## config.mk

```make
export PLATFORM = sky130hd
export DESIGN_NAME = repl_tracker
export DESIGN_NICKNAME = d
export VERILOG_FILES = /design/src/rtl/repl_pkg.sv /design/src/rtl/repl_victim.sv /design/src/rtl/repl_set.sv /design/src/rtl/repl_tracker.sv
export SDC_FILE = /design/constraint.sdc
export NUM_CORES = 1
export LEC_CHECK = 0
export BUFFER_PORTS_ARGS = -buffer_cell sky130_fd_sc_hd__buf_2
export CAP_MARGIN = 10
export CORE_MARGIN = 4
export CORE_UTILIZATION = 60
export CTS_BUF_LIST = sky130_fd_sc_hd__clkbuf_4 sky130_fd_sc_hd__clkbuf_8
export DETAILED_ROUTE_END_ITERATION = 12
export HOLD_SLACK_MARGIN = 0.03
export PLACE_DENSITY = 0.88
export SETUP_SLACK_MARGIN = 0.5
export SYNTH_ARGS = -nofsm -noshare
export SYNTH_HDL_FRONTEND = slang
export SYNTH_HIERARCHICAL = 1
export SYNTH_SLANG_ARGS = --single-unit
```

## constraint.sdc

```tcl
create_clock -name clk -period 4.8 [get_ports clk]
set_clock_uncertainty 0.05 [all_clocks]
set_input_delay 0.24 -clock clk [delete_from_list [all_inputs] [get_ports clk]]
set_output_delay 0.24 -clock clk [all_outputs]
set_load 0.02 [all_outputs]
```

## src/rtl/repl_pkg.sv

```systemverilog
package repl_pkg;

   typedef enum logic {
      POL_LRU = 1'b0,
      POL_MRU = 1'b1
   } repl_pol_e;

   localparam int unsigned WAYS = 2;

   // Choose the way to replace in a full set from its recency bit.
   function automatic logic pick_victim(input logic mru_way, input logic pol);
      if (pol == POL_MRU) return mru_way;
      return ~mru_way;
   endfunction

endpackage

```

## src/rtl/repl_victim.sv

```systemverilog
module repl_victim
   import repl_pkg::*;
(
   input  logic       pol_i,
   input  logic       mru_i,
   input  logic [1:0] valid_i,
   input  logic [1:0] hit_w_i,
   output logic       tgt_o,
   output logic       evict_o
);

   always_comb begin
      tgt_o   = 1'b0;
      evict_o = 1'b0;
      if (|hit_w_i) begin
         tgt_o = hit_w_i[1];
      end else if (!valid_i[0]) begin
         tgt_o = 1'b0;
      end else if (!valid_i[1]) begin
         tgt_o = 1'b1;
      end else begin
         tgt_o   = pick_victim(mru_i, pol_i);
         evict_o = 1'b1;
      end
   end

endmodule

```

## src/rtl/repl_set.sv

```systemverilog
module repl_set
   import repl_pkg::*;
#(
   parameter int unsigned TAG_W = 7
) (
   input  logic                  clk,
   input  logic                  rst,
   input  logic                  sel,
   input  logic                  pol,
   input  logic [TAG_W-1:0]      tag_i,
   output logic                  hit_o,
   output logic                  evict_o,
   output logic [TAG_W-1:0]      evtag_o,
   output logic [1:0]            valid_o,
   output logic [1:0][TAG_W-1:0] tags_o
);

   logic [1:0]            valid_q;
   logic [1:0][TAG_W-1:0] tags_q;
   logic                  mru_q;
   logic [1:0]            hit_w;
   logic                  tgt;
   logic                  evict_c;

   for (genvar w = 0; w < WAYS; w++) begin : g_cmp
      assign hit_w[w] = valid_q[w] && (tags_q[w] == tag_i);
   end

   repl_victim u_vic (
      .pol_i   (pol),
      .mru_i   (mru_q),
      .valid_i (valid_q),
      .hit_w_i (hit_w),
      .tgt_o   (tgt),
      .evict_o (evict_c)
   );

   assign hit_o   = |hit_w;
   assign evict_o = evict_c;
   assign evtag_o = tags_q[tgt];
   assign valid_o = valid_q;
   assign tags_o  = tags_q;

   always_ff @(posedge clk) begin
      if (rst) begin
         valid_q <= '0;
         tags_q  <= '0;
         mru_q   <= 1'b0;
      end else if (sel) begin
         mru_q <= tgt;
         if (!hit_o) begin
            valid_q[tgt] <= 1'b1;
            tags_q[tgt]  <= tag_i;
         end
      end
   end

   assert_fill_order_R3: assert property (@(posedge clk) disable iff (rst)
      valid_q[1] |-> valid_q[0]);
   assert_one_match_R2: assert property (@(posedge clk) disable iff (rst)
      !(hit_w[0] && hit_w[1]));
   assert_hit_keeps_R2: assert property (@(posedge clk) disable iff (rst)
      (sel && hit_o) |=> (valid_q == $past(valid_q)) && (tags_q == $past(tags_q)));
   assert_idle_hold_R8: assert property (@(posedge clk) disable iff (rst)
      !sel |=> $stable(valid_q) && $stable(tags_q) && $stable(mru_q));
   assert_lru_pick_R4: assert property (@(posedge clk) disable iff (rst)
      (sel && evict_c && pol == POL_LRU) |-> (tgt != mru_q));
   assert_mru_pick_R5: assert property (@(posedge clk) disable iff (rst)
      (sel && evict_c && pol == POL_MRU) |-> (tgt == mru_q));
   assert_touch_R6: assert property (@(posedge clk) disable iff (rst)
      (sel && hit_o) |=> (mru_q == $past(hit_w[1])));

endmodule

```

## src/rtl/repl_tracker.sv

```systemverilog
module repl_tracker
   import repl_pkg::*;
#(
   parameter int unsigned ADDR_W   = 8,
   parameter int unsigned NUM_SETS = 2,
   localparam int unsigned SET_BITS = $clog2(NUM_SETS),
   localparam int unsigned TAG_W    = ADDR_W - SET_BITS
) (
   input  logic                         clk,
   input  logic                         rst,
   input  logic                         mru_mode,
   input  logic                         acc_valid,
   input  logic [ADDR_W-1:0]            acc_addr,
   output logic                         res_valid,
   output logic                         res_hit,
   output logic                         res_evict,
   output logic [ADDR_W-1:0]            res_evict_addr,
   output logic [NUM_SETS*WAYS-1:0]     way_valid,
   output logic [NUM_SETS*WAYS*TAG_W-1:0] way_tag
);

   if (NUM_SETS < 2 || (1 << SET_BITS) != NUM_SETS) begin : g_bad_sets
      $error("repl_tracker: NUM_SETS must be a power of two, at least 2");
   end
   if (ADDR_W <= SET_BITS) begin : g_bad_addr
      $error("repl_tracker: ADDR_W must exceed the set index width");
   end

   logic [SET_BITS-1:0]             set_idx;
   logic [TAG_W-1:0]                acc_tag;
   logic [NUM_SETS-1:0]             s_sel;
   logic [NUM_SETS-1:0]             s_hit;
   logic [NUM_SETS-1:0]             s_evict;
   logic [NUM_SETS-1:0][TAG_W-1:0]  s_evtag;

   assign set_idx = acc_addr[SET_BITS-1:0];
   assign acc_tag = acc_addr[ADDR_W-1:SET_BITS];

   for (genvar s = 0; s < NUM_SETS; s++) begin : g_set
      logic [1:0]            v;
      logic [1:0][TAG_W-1:0] t;

      assign s_sel[s] = acc_valid && (set_idx == SET_BITS'(s));

      repl_set #(.TAG_W(TAG_W)) u_set (
         .clk     (clk),
         .rst     (rst),
         .sel     (s_sel[s]),
         .pol     (mru_mode),
         .tag_i   (acc_tag),
         .hit_o   (s_hit[s]),
         .evict_o (s_evict[s]),
         .evtag_o (s_evtag[s]),
         .valid_o (v),
         .tags_o  (t)
      );

      assign way_valid[s*WAYS +: WAYS]             = v;
      assign way_tag[s*WAYS*TAG_W +: WAYS*TAG_W]   = t;
   end

   always_ff @(posedge clk) begin
      if (rst) begin
         res_valid      <= 1'b0;
         res_hit        <= 1'b0;
         res_evict      <= 1'b0;
         res_evict_addr <= '0;
      end else begin
         res_valid      <= acc_valid;
         res_hit        <= acc_valid && s_hit[set_idx];
         res_evict      <= acc_valid && s_evict[set_idx];
         res_evict_addr <= (acc_valid && s_evict[set_idx]) ?
                           {s_evtag[set_idx], set_idx} : '0;
      end
   end

   assert_hit_no_evict_R2: assert property (@(posedge clk) disable iff (rst)
      res_hit |-> !res_evict);
   assert_latency_R8: assert property (@(posedge clk) disable iff (rst)
      1'b1 |=> (res_valid == $past(acc_valid)));
   assert_evict_set_R7: assert property (@(posedge clk) disable iff (rst)
      acc_valid |=> (!res_evict ||
         (res_evict_addr[SET_BITS-1:0] == $past(set_idx) &&
          res_evict_addr != $past(acc_addr))));
   assert_idle_quiet_R8: assert property (@(posedge clk) disable iff (rst)
      !acc_valid |=> !res_hit && !res_evict && res_evict_addr == '0);

endmodule

```

# After elaboration in Yosys (flattened, before gate mapping)

Index checks and enable logic that the tools add are counted.

Input bits: 12
Output and inout bits: 43
Register bits: 45
Logic and storage cells: 87

Order comparisons: 5
Bitwise operators: 8
Multiplexer cells: 43
Equal/unequal tests: 4
Reduce and logical (&&, ||, !) cells: 15

Operators by type and width:

| kind               | count |
|---|---|
| $mux 7             | 8 |
| $mux 1             | 29 |
| $bwmux 14          | 2 |
| $eq 7x7->1         | 4 |
| $demux 7 s1        | 2 |
| $logic_and 1x1->1  | 10 |
| $lt 1x2->1 const B | 3 |
| $not 1->1          | 6 |
| $reduce_or 2->1    | 3 |
| $or 2x2->2         | 2 |
| $reduce_and 2->1   | 2 |
| $demux 1 s1        | 2 |
| $ge 1x1->1 const B | 2 |

# Depth between registers and ports, before layout

Gate-level depths: netlist (run 1).

Depth in word-level cells: 13
Gate-level depth with buffers: 9

# Hierarchy

The synthesis (run 1) kept the hierarchy.

By module, submodules not included:

| module       | instances | cells each | sequential area each (sq um) | area each (sq um) |
|---|---|---|---|---|
| repl_set     | 2         | 95         | 340.3                        | 955.9 |
| repl_tracker | 1         | 36         | 220.2                        | 401.6 |
| repl_victim  | 2         | 5          | 0.0                          | 38.8 |

# Worst setup path before layout (run 1)

No wires, ideal clock.

Path type: register to register
From: register g_set[0].u_set.tags_q, in the netlist g_set[0].u_set/tags_o[12]
To: register g_set[0].u_set.tags_q, in the netlist g_set[0].u_set/tags_o[10]
Data required time: 4.678 ns
Data arrival time: 2.244 ns
Path buffers: 1
Period minus slack after synthesis: 2.366 ns
Path slack: 2.434 ns
Stages on the path, launching flop included: 10
Path through: dfxtp_1 > xnor2_1 > nand4_1 > nor2_1 > nor2b_1 > a2bb2oi_1 > clkbuf_1 > nand2_1 > nor3_2 > mux2i_1

Cells in the longest elaborated chain, start to end: 9

Ends and longest elaborated chain:

| element                                                        | line              | text |
|---|---|---|
| start, declared                                                | repl_set.sv:19    | `logic [1:0][TAG_W-1:0] tags_q;` |
| start signal, assigned by index                                | repl_set.sv:53    | `tags_q[tgt] <= tag_i;` |
| $eq 7x7->1 *                                                   | repl_set.sv:26    | `assign hit_w[w] = valid_q[w] && (tags_q[w] == tag_i);` |
| $logic_and 1x1->1 *                                            | repl_set.sv:26    |  |
| via g_set[0].u_set.hit_w[1]                                    | repl_set.sv:21    | `logic [1:0] hit_w;` |
| $reduce_or 2->1                                                | repl_victim.sv:15 | `if (\|hit_w_i) begin` |
| $mux 1 *                                                       | repl_victim.sv:15 |  |
| via g_set[0].u_set.tgt                                         | repl_set.sv:22    | `logic tgt;` |
| $lt 1x2->1 (implied by the code) or $ge 1x1->1 (tied branches) | repl_set.sv:53    |  |
| $logic_and 1x1->1 (implied by the code)                        | repl_set.sv:53    |  |
| $mux 7 (implied by the code)                                   | repl_set.sv:53    |  |
| $demux 7 s1 *                                                  | n/a               |  |
| $bwmux 14 *                                                    | repl_set.sv:53    |  |

The timed path passes the listed nets; every way through them passes the cells marked *.
A chain may end at the register's enable or synchronous reset.

# Final worst setup path (run 1)

From: register g_set[0].u_set.tags_q, in the netlist g_set[0].u_set/tags_o[9]
To: register g_set[0].u_set.tags_q, in the netlist g_set[0].u_set/tags_o[8]

Same word-level chain as after synthesis.

==> flow_summary.ini, run 1 <==
[place]
place_hpwl_mm = 3.94
io_buffer_count = 54
gp_congestion = 0.830
dpl_cell_area_um2 = 2660
place_ws_ns = 1.80

[critical_path]
cpPeakStageDelay_ns = 0.73
crit_path_end_kind = flop
required_ns = 4.98
crit_family = simple AND/OR/NAND/NOR gates
critPathKind = flop to flop
arrival_ns = 3.19
cp_num_buf_inv = 0
slowest_stage = a2bb2oi_1
crit_fanout = 10
start_kind = flop
worstPathCellList = xnor2_1, nand4_1, nor2_1, nor2b_1, a2bb2oi_1, nand2_1, nor3_2, mux2i_1

[final_layout]
syn2layout_area_growth_pct = 16.3
finalNetCount = 299
fin_area_um2 = 2780
drive_above_1_share_pct = 30.2
diodes = 0

[floorplanning]
rows = 22
dieWidth_um = 71.1
core_um2 = 3740
die-area_um2 = 5060
io_pins = 55
die_h_um = 71.1
start_util_pct = 63.9

[power_and_ir_drop]
p_leak_uw = 0.00123
power_per_cell_area_nw_per_um2 = 294
max-vdd-ir-drop_uv = 170

[timing]
layout_setup_ws_ns = 1.79
drv_slew = 0
rsz0062_at_grt = no
period_share_pct = 62.8
finalHoldViolCount = 0
period_needed_ns = 3.01
fmax_mhz = 332
tightestPinTransition_ns = 0.948
whs_ns = 0.267
finalSetupViolations = 0
max_slew_margin_pct = 36.5
tns_ns = 0

[clock_tree]
cts.sinks = 45
insertion_delay_ns = 0.30
clk_pin_slew_ns = 0.08
cts_tree = yes
holdBufCountCts = 0
postCtsSetupBuffers = 0
clk_path_buf_depth = 2
cts_resized = 0
cts_buffers = 5
htree_levels = 2
cts_root_buf = clkbuf_8

[detailed_routing]
num_vias = 1835
wl_per_cell_um = 15.9
ant_nets = 0
initialDrtViolationCount = 65
dr.pass1.iters = 4
wirelength_mm = 5.33
avgViaCountPerCell = 5.46
drc_errors = 0

[yosys]
syn_inst = 236
syn_nets = 248
yosys.area.top_type = dfxtp_1
yosys_warnings = 6
ys_ff_latch = 45
synth_area_per_cell_um2 = 10.1
synthTopCellsByArea = dfxtp_1 (38%), mux2i_1 (15%), xnor2_1 (10%), nand2b_1 (8.6%), mux2_2 (6.6%)
syn_area_um2 = 2390
netlist.area_leader.share_pct = 37.7
seq_area_frac_synth_pct = 37.7
synthDistinctLibCells = 28

[grt]
grt_pass1_vias = 1815
grt_overflow = 0
grt_first_pass_wirelength_mm = 8.62
grt_max_degree = 50
antenna_found_initial = 0
grt_usage_pct = 21.5

[flow_run]
drv_cap = 0

[hold_path]
worst_hold_path_type = input port to flop

[status]
status = completed
==> cells by family (layout without fill, tap and decap cells) <==
| logic type | Yosys count | in the layout | synth area share (%) |
|---|---|---|---|
| flops | 45 | 45 | 37.7 |
| xor+xnor | 30 | 30 | 11.0 |
| mux | 51 | 51 | 22.2 |
| simple gates | 87 | 87 | 23.8 |
| compound gates | 8 | 8 | 1.99 |
| buf+inv | 15 | 67 | 3.35 |
==> stage by stage <==
step                std cells  util [%]  total power (uW)
floorplan                 236         -               492
global placement          328      71.1               524
detailed placement        328      71.1               526
CTS                       336      74.3               822
global route              336      74.3               849
finish                    336      74.3               819
==> state kept, by name, indices dropped and copies added, names as in the netlist <==
signal               cells
g_set.u_set/mru_q        2
g_set.u_set/tags_o      28
g_set.u_set/valid_o      4
res_evict                1
res_evict_addr           8
res_hit                  1
res_valid                1
==> routing by layer <==
layer	track usage (%)	vias up	part of all wire, %
li1	-	903	-
met1	25.5	873	42
met2	37.9	49	51
met3	5.11	10	5.3
met4	6.89	0	1.6
met5	0	-	0
==> where the power goes <==
| group | total [uW] | switching (uW) | leakage, uW | internal [uW] |
|---|---|---|---|---|
| registers | 398 | 13.0 | 0.000365 | 385 |
| logic | 120 | 64.8 | 0.000807 | 55.6 |
| clock network | 301 | 125 | 0.0000619 | 175 |
| total | 819 | 203 | 0.00123 | 616 |
==> path summary, 6_finish.rpt <==
path / start / end / slack [ns] / depth (start not counted)
max reg2reg: g_set[0].u_set/tags_o[9]$_SDFFE_PP0P_ / g_set[0].u_set/tags_o[8]$_SDFFE_PP0P_ / 1.79 / 8
min reg2reg: g_set[1].u_set/mru_q$_SDFFE_PP0P_ / g_set[1].u_set/mru_q$_SDFFE_PP0P_ / 0.44 / 2
min: acc_addr[2] / g_set[1].u_set/tags_o[1]$_SDFFE_PP0P_ / 0.27 / 3
max: g_set[0].u_set/tags_o[9]$_SDFFE_PP0P_ / g_set[0].u_set/tags_o[8]$_SDFFE_PP0P_ / 1.79 / 8
==> final cells by class <==
class / instances / area, um2
multi-input cells: 176 / 1410
clock inverters: 1 / 30.0
clock buffers: 7 / 90.1
flip-flops and latches: 45 / 901
repair buffers: 54 / 270
well taps: 48 / 60.1
fillers: 291 / 963
inverters: 5 / 18.8
==> cells in the mapped netlist (all sizes together) <==
cell      n
clkbuf    6
nor2      6
or2b     12
nand2b   33
nand4     8
mux2i    37
or3       2
or4b      2
inv       5
buf       4
nor4b     2
a21oi     6
and2      3
or2       2
nor2b     5
xor2      2
nor3      9
and3      1
dfxtp    45
nand2     2
a2bb2oi   2
xnor2    28
mux2     14
==> layout by cell type (no fill, tap or decap), types with 3 or more instances in the layout <==
cell type   n
inv_1       5
a21oi_1     6
nor3_1      7
dfxtp_1    45
nor2_1      4
xnor2_1    28
mux2_2     14
nor2b_1     3
mux2i_1    36
buf_2      54
and2_1      3
clkbuf_8    6
nand4_1     8
or2b_1     12
nand2b_1   33
==> worst min-delay path, delay by kind of cell <==
family	cells	cell delay [ns]
and+or+nand+nor	1	0.11
buffers and inverters	1	0.16
muxes	1	0.07
Power figures use the tool's default switching activity.
==> run 2, diff against run 1 <==
--- a/config.mk
+++ b/config.mk
@@ -5,14 +5,15 @@
 export SDC_FILE = /design/constraint.sdc
 export NUM_CORES = 1
 export LEC_CHECK = 0
+export ABC_AREA = 1
 export BUFFER_PORTS_ARGS = -buffer_cell sky130_fd_sc_hd__buf_2
 export CAP_MARGIN = 10
 export CORE_MARGIN = 4
-export CORE_UTILIZATION = 60
+export CORE_UTILIZATION = 52
 export CTS_BUF_LIST = sky130_fd_sc_hd__clkbuf_4 sky130_fd_sc_hd__clkbuf_8
 export DETAILED_ROUTE_END_ITERATION = 12
 export HOLD_SLACK_MARGIN = 0.03
-export PLACE_DENSITY = 0.88
+export PLACE_DENSITY = 0.79
 export SETUP_SLACK_MARGIN = 0.5
 export SYNTH_ARGS = -nofsm -noshare
 export SYNTH_HDL_FRONTEND = slang
==> constraint.sdc (replaced) <==
create_clock -name clk -period 2.7 [get_ports clk]
set_clock_uncertainty 0.05 [all_clocks]
set_input_delay 0.135 -clock clk [delete_from_list [all_inputs] [get_ports clk]]
set_output_delay 0.135 -clock clk [all_outputs]
set_load 0.02 [all_outputs]
==> run 2 against run 1 <==
Effect of this change: combinational power increased to 2.7 times the previous value; sequential share of layout area shrank 5.6 points; sequential cell count unchanged; maximum frequency rose by 44%; first-iteration DRC count rose to 4.4 times the previous value; worst setup slack got worse by 1.2 ns; sequential power is 80% higher; wire length increased by 48%; largest cell class unchanged; largest power group unchanged.
==> flow_summary.ini, run 2 <==
[status]
status = completed

[detailed_routing]
wl_per_cell_um = 13.1
top_layer = met4
avgViaCountPerCell = 5.04
met3_length_um = 557
dr.pass1.iters = 5
drc_errors = 0
num_vias = 3032
initialDrtViolationCount = 289
ant_nets = 0
wl_met1_mm = 3.58
wirelength_mm = 7.87
dr_wl_met2_mm = 3.49

[clock_tree]
cts.sinks = 45
clk_path_buf_depth = 2
clk_pin_slew_ns = 0.08
cts_buffers = 5
cts_root_buf = clkbuf_8
cts_tree = yes
htree_levels = 2
insertion_delay_ns = 0.30

[critical_path]
crit_family = simple AND/OR/NAND/NOR gates
r2r_slack_ns = 0.60
start_kind = flop
slowest_stage = dfxtp_2
critPathKind = flop to flop
regToRegEndpoint = res_evict_addr[3]$_SDFF_PP0_
crit_cells = 14
ff2ff_path_depth = 14
worstPathCellList = inv_1, nand2_1, nand4_1, nor2_2, nand2_4, inv_1, nor2_2, nand2_2, nand2_4, buf_4, o21ai_0, nand2_1, a21boi_0, nor2_1
arrival_ns = 2.28
crit_fanout = 11
cpPeakStageDelay_ns = 0.36
startpoint = g_set[1].u_set/tags_o[2]$_SDFFE_PP0P_
timing.critical_path.to = res_evict_addr[3]$_SDFF_PP0_
cp_num_buf_inv = 3
required_ns = 2.88
timing.rr.start = g_set[1].u_set/tags_o[2]$_SDFFE_PP0P_
crit_path_end_kind = flop

[timing]
tightestPinTransition_ns = 0.443
finalHoldViolCount = 0
fmax_mhz = 476
tns_ns = 0
period_needed_ns = 2.10
max_slew_margin_pct = 70.4
rsz0062_at_grt = no
whs_ns = 0.0685
drv_slew = 0
period_share_pct = 77.7
finalSetupViolations = 0

[final_layout]
largest_reg_flops = 28
fill_cells = 474
seq_area_um2 = 903
finalNetCount = 543
drive_above_1_share_pct = 25.6
multi_input_area_um2 = 1430
final_cell_mix = nand2_1 (157), inv_1 (88), buf_2 (54)
mostFrequentLayoutCell = nand2_1
syn2layout_area_growth_pct = 23.4
diodes = 0

[place]
io_buffer_count = 54
gp_congestion = 0.923
place_hpwl_mm = 5.51

[yosys]
syn_area_um2 = 2740
ys_ff_latch = 45
synth_area_per_cell_um2 = 6.06
netlist.area_leader.share_pct = 32.9
synth-async-reset-ratio_pct = 0
seq_area_frac_synth_pct = 32.9
synth_enable_flop_cells = 0
synthDistinctLibCells = 23
yosys.area.top_type = dfxtp_1
syn_nets = 463
syn_inst = 451
synthFlopType = dfxtp_1
yosysMostFrequentCell = nand2_1
synthTopCellsByArea = dfxtp_1 (33%), nand2_1 (22%), inv_1 (12%), nand4_1 (7.3%), nor2_1 (5.2%)
yosys_warnings = 6
yosys-top-cells-count = nand2_1 (160), inv_1 (89), dfxtp_1 (45)

[grt]
grt_pass1_vias = 2634
grt_max_degree = 19
grt_overflow = 0
antenna_found_initial = 0
grt_usage_pct = 24.1
grt_first_pass_wirelength_mm = 12.2

[power_and_ir_drop]
max-vdd-ir-drop_uv = 256
p_leak_uw = 0.00190
power_per_cell_area_nw_per_um2 = 438

[floorplanning]
die_h_um = 80.5
io_pins = 55
start_util_pct = 53.6
rows = 26
die-area_um2 = 6480
core_um2 = 5110
dieWidth_um = 80.5

[hold_path]
worst_hold_path_type = input port to flop

[flow_run]
drv_cap = 0
run 2: worst min-delay path: cells and delay by family:
kind | cells | cell delay [ns]
buffers and inverters | 2 | 0.20
AND/OR/NAND/NOR | 1 | 0.04
run 2: worst min-delay path by stage:
stage | end | start | cells past startpoint | slack [ns]
finish | res_valid$_SDFF_PP0_ | acc_valid | 3 | 0.07
global route | res_valid$_SDFF_PP0_ | acc_valid | 3 | 0.09
CTS | res_valid$_SDFF_PP0_ | acc_valid | 3 | 0.07
detailed placement | res_valid$_SDFF_PP0_ | acc_valid | 3 | 0.38
global placement | res_valid$_SDFF_PP0_ | acc_valid | 3 | 0.37
floorplan | g_set[0].u_set/mru_q$_SDFFE_PP0P_ | rst | 1 | 0.15
run 2: kinds of logic (layout without fill, tap and decap cells):
kind of cell	count (synthesis)	after routing	share of synthesized area, %
AOI/OAI and AO/OA	34	34	7.32
and+or+nand+nor	258	259	42.4
xor gates and xnor gates	2	2	0.641
buffers and inverters	112	191	16.7
DFF	45	45	32.9
run 2: report_power, final:
part / total [uW] / leakage, uW / internal, uW / switching, uW
logic: 323 / 0.00149 / 106 / 217
clock network: 438 / 0.0000477 / 213 / 225
registers: 716 / 0.000368 / 692 / 24.1
run 2: repair_timing:
action	CTS	global route
setup endpoints to repair	21	39
resized for setup	3	15
gates cloned	0	1
buffers inserted	0	23
endpoints found under the hold margin	0	0
pin swaps	0	7
hold buffers	0	0
run 2: area by class of cell:
cell class | instances | share of cell area (%)
repair buffers | 81 | 14.0
clock buffers | 7 | 2.67
well taps | 70 | 2.60
flip-flops and latches | 45 | 26.8
inverters | 103 | 11.5
multi-input cells | 295 | 42.4
run 2: layer usage:
layer | vias to the layer above | track usage (%)
met3 | 20 | 4.37
met4 | 0 | 9.29
met5 | - | 0
met2 | 124 | 37.3
met1 | 1359 | 33.0
li1 | 1529 | -
run 2: through the flow:
step	util, %	instance area (um2)	instances	total power [uW]	worst slack [ns]
floorplan	-	2740	451	935	0.517
global placement	59.8	3050	570	1030	0.395
detailed placement	59.8	3050	570	1030	0.334
CTS	61.6	3150	577	1470	0.508
global route	66.1	3370	601	1550	0.470
finish	66.1	3370	601	1480	0.601
==> run 3, diff against run 2 <==
--- a/config.mk
+++ b/config.mk
@@ -5,15 +5,15 @@
 export SDC_FILE = /design/constraint.sdc
 export NUM_CORES = 1
 export LEC_CHECK = 0
-export ABC_AREA = 1
+export ABC_AREA = 0
 export BUFFER_PORTS_ARGS = -buffer_cell sky130_fd_sc_hd__buf_2
 export CAP_MARGIN = 10
 export CORE_MARGIN = 4
-export CORE_UTILIZATION = 52
+export CORE_UTILIZATION = 56
 export CTS_BUF_LIST = sky130_fd_sc_hd__clkbuf_4 sky130_fd_sc_hd__clkbuf_8
 export DETAILED_ROUTE_END_ITERATION = 12
 export HOLD_SLACK_MARGIN = 0.03
-export PLACE_DENSITY = 0.79
+export PLACE_DENSITY = 0.82
 export SETUP_SLACK_MARGIN = 0.5
 export SYNTH_ARGS = -nofsm -noshare
 export SYNTH_HDL_FRONTEND = slang
==> constraint.sdc (replaced) <==
create_clock -name clk -period 2.2 [get_ports clk]
set_clock_uncertainty 0.05 [all_clocks]
set_input_delay 0.11 -clock clk [delete_from_list [all_inputs] [get_ports clk]]
set_output_delay 0.11 -clock clk [all_outputs]
set_load 0.02 [all_outputs]
==> run 3 against run 2 <==
Effect of this change: the run now ends with negative setup slack left; non-clock buffer count grew 5; sequential share of layout area grew 1.2 points; via count shrank 28%; critical path type unchanged.
==> flow_summary.ini, run 3 (synthesized netlist as in run 1, its figures left out) <==
[detailed_routing]
dr_wl_met2_mm = 4.14
dr.pass1.iters = 4
avgViaCountPerCell = 5.93
wl_per_cell_um = 22.5
wirelength_mm = 8.29
wl_met1_mm = 3.44
met3_length_um = 457
num_vias = 2190
top_layer = met4
initialDrtViolationCount = 201
drc_errors = 0
ant_nets = 0

[power_and_ir_drop]
fin_total_pwr_uw = 1820
power_per_cell_area_nw_per_um2 = 512
p_leak_uw = 0.00157
max-vdd-ir-drop_uv = 323

[final_layout]
final_cell_mix = buf_2 (54), mux2i_1 (34), nand2b_1 (33)
post-route-util_pct = 87.6
finalNetCount = 331
syn2layout_area_growth_pct = 48.7
layoutNonFillerInstCount = 369
largest_reg_flops = 28
mostFrequentLayoutCell = buf_2
diodes = 0
drive_above_1_share_pct = 59.2

[grt]
grt_usage_pct = 27.6
grt_pass1_vias = 2090
grt_overflow = 0
grt_max_degree = 28
antenna_found_initial = 0
grt_first_pass_wirelength_mm = 11.2

[place]
io_buffer_count = 54
gp_congestion = 0.831
dp.cells = 339
place_hpwl_mm = 4.07

[timing]
rsz0062_at_grt = yes
tightestPinTransition_ns = 0.533
finalHoldViolCount = 0
layout_setup_ws_ns = -0.0978
fmax_mhz = 435
period_share_pct = 104
whs_ns = 0.141
period_needed_ns = 2.30
max_slew_margin_pct = 64.4
tns_ns = -0.210
finalSetupViolations = 7
drv_slew = 0

[floorplanning]
dieWidth_um = 73.3
rows = 23
die_h_um = 73.3
io_pins = 55
core_um2 = 4060
die-area_um2 = 5380
start_util_pct = 58.9

[critical_path]
required_ns = 2.32
timing.rr.start = g_set[1].u_set/tags_o[13]$_SDFFE_PP0P_
critPathKind = flop to flop
arrival_ns = 2.42
crit_fanout = 4
start_kind = flop
r2r_slack_ns = -0.1
regToRegEndpoint = res_evict_addr[7]$_SDFF_PP0_
crit_path_end_kind = flop
ff2ff_path_depth = 9

[hold_path]
min_from = acc_addr[2]
worst_hold_path_type = input port to flop
whs_path_depth = 3
hold_end = g_set[1].u_set/tags_o[1]$_SDFFE_PP0P_

[clock_tree]
clk_pin_slew_ns = 0.10
insertion_delay_ns = 0.32
holdBufCountCts = 0
cts_buffers = 5
clk_path_buf_depth = 2
htree_levels = 2
cts.sinks = 45
cts_root_buf = clkbuf_8
cts_tree = yes

[status]
violations = negative setup slack
status = finished with violations

[flow_run]
drv_cap = 0
[run 3: changes by cell type in the layout (fill, tap and decap cells not counted), sizes merged, moves of 9 or more]
cell,before,now
inv,103,5
mux2,0,14
mux2i,0,37
nand2,166,2
nand2b,0,33
nand3,9,0
nand4,32,8
nor2,50,6
nor3,0,9
o21ai,14,0
or2b,0,12
xnor2,2,28
[run 3: timing repair]
item,4_1_cts,5_1_grt
resized for setup,43,31
buffers inserted,17,6
pin swaps,29,25
setup endpoints to repair,41,43
[run 3: worst max-delay path by stage]
stage,startpoint,endpoint,slack (ns),depth (start not counted)
2_1_floorplan,g_set[0].u_set/tags_o[0]$_SDFFE_PP0P_,g_set[0].u_set/tags_o[1]$_SDFFE_PP0P_,0.09,9
3_3_place_gp,g_set[1].u_set/tags_o[7]$_SDFFE_PP0P_,res_evict_addr[2]$_SDFF_PP0_,-0.05,9
3_5_place_dp,g_set[1].u_set/tags_o[7]$_SDFFE_PP0P_,g_set[1].u_set/tags_o[7]$_SDFFE_PP0P_,-0.08,8
4_1_cts,g_set[0].u_set/tags_o[6]$_SDFFE_PP0P_,g_set[0].u_set/tags_o[2]$_SDFFE_PP0P_,0.14,8
5_1_grt,g_set[0].u_set/tags_o[8]$_SDFFE_PP0P_,res_evict_addr[7]$_SDFF_PP0_,-0.13,9
6_report,g_set[1].u_set/tags_o[13]$_SDFFE_PP0P_,res_evict_addr[7]$_SDFF_PP0_,-0.1,9
[run 3: where the power goes]
group          internal [uW]  switching [uW]
logic                    197             204
clock network            262             298
registers                822            35.1
[run 3: metrics by stage]
step / cell area, um2 / setup WS (ns)
2_1_floorplan: 2520 / 0.0915
3_3_place_gp: 2850 / -0.0490
3_5_place_dp: 2850 / -0.0760
4_1_cts: 3340 / 0.140
5_1_grt: 3560 / -0.127
6_report: 3560 / -0.0978
[run 3: layer usage]
layer	up-vias	GRT usage, %
li1	974	-
met1	1089	35.0
met2	102	45.6
met3	25	6.43
met4	0	10.7
met5	-	0
[run 3: worst max-delay path, cell delays in order (launching register included)]
cell and delay (ns):
dfxtp_4 0.37, xnor2_2 0.20, nand4_1 0.20, nor2_4 0.24
nor2b_4 0.08, a2bb2oi_4 0.21, buf_6 0.15, mux2_4 0.31
mux2i_1 0.22, nor3_1 0.11
[run 3: area by class of cell]
class                      instances  area [um2]
tap                               50        62.6
multi-input combinational        176        1810
clock buffer                       7        90.1
sequential                        45         993
timing repair buffer              86         582
inverter                           5        18.8
fill                             187         502
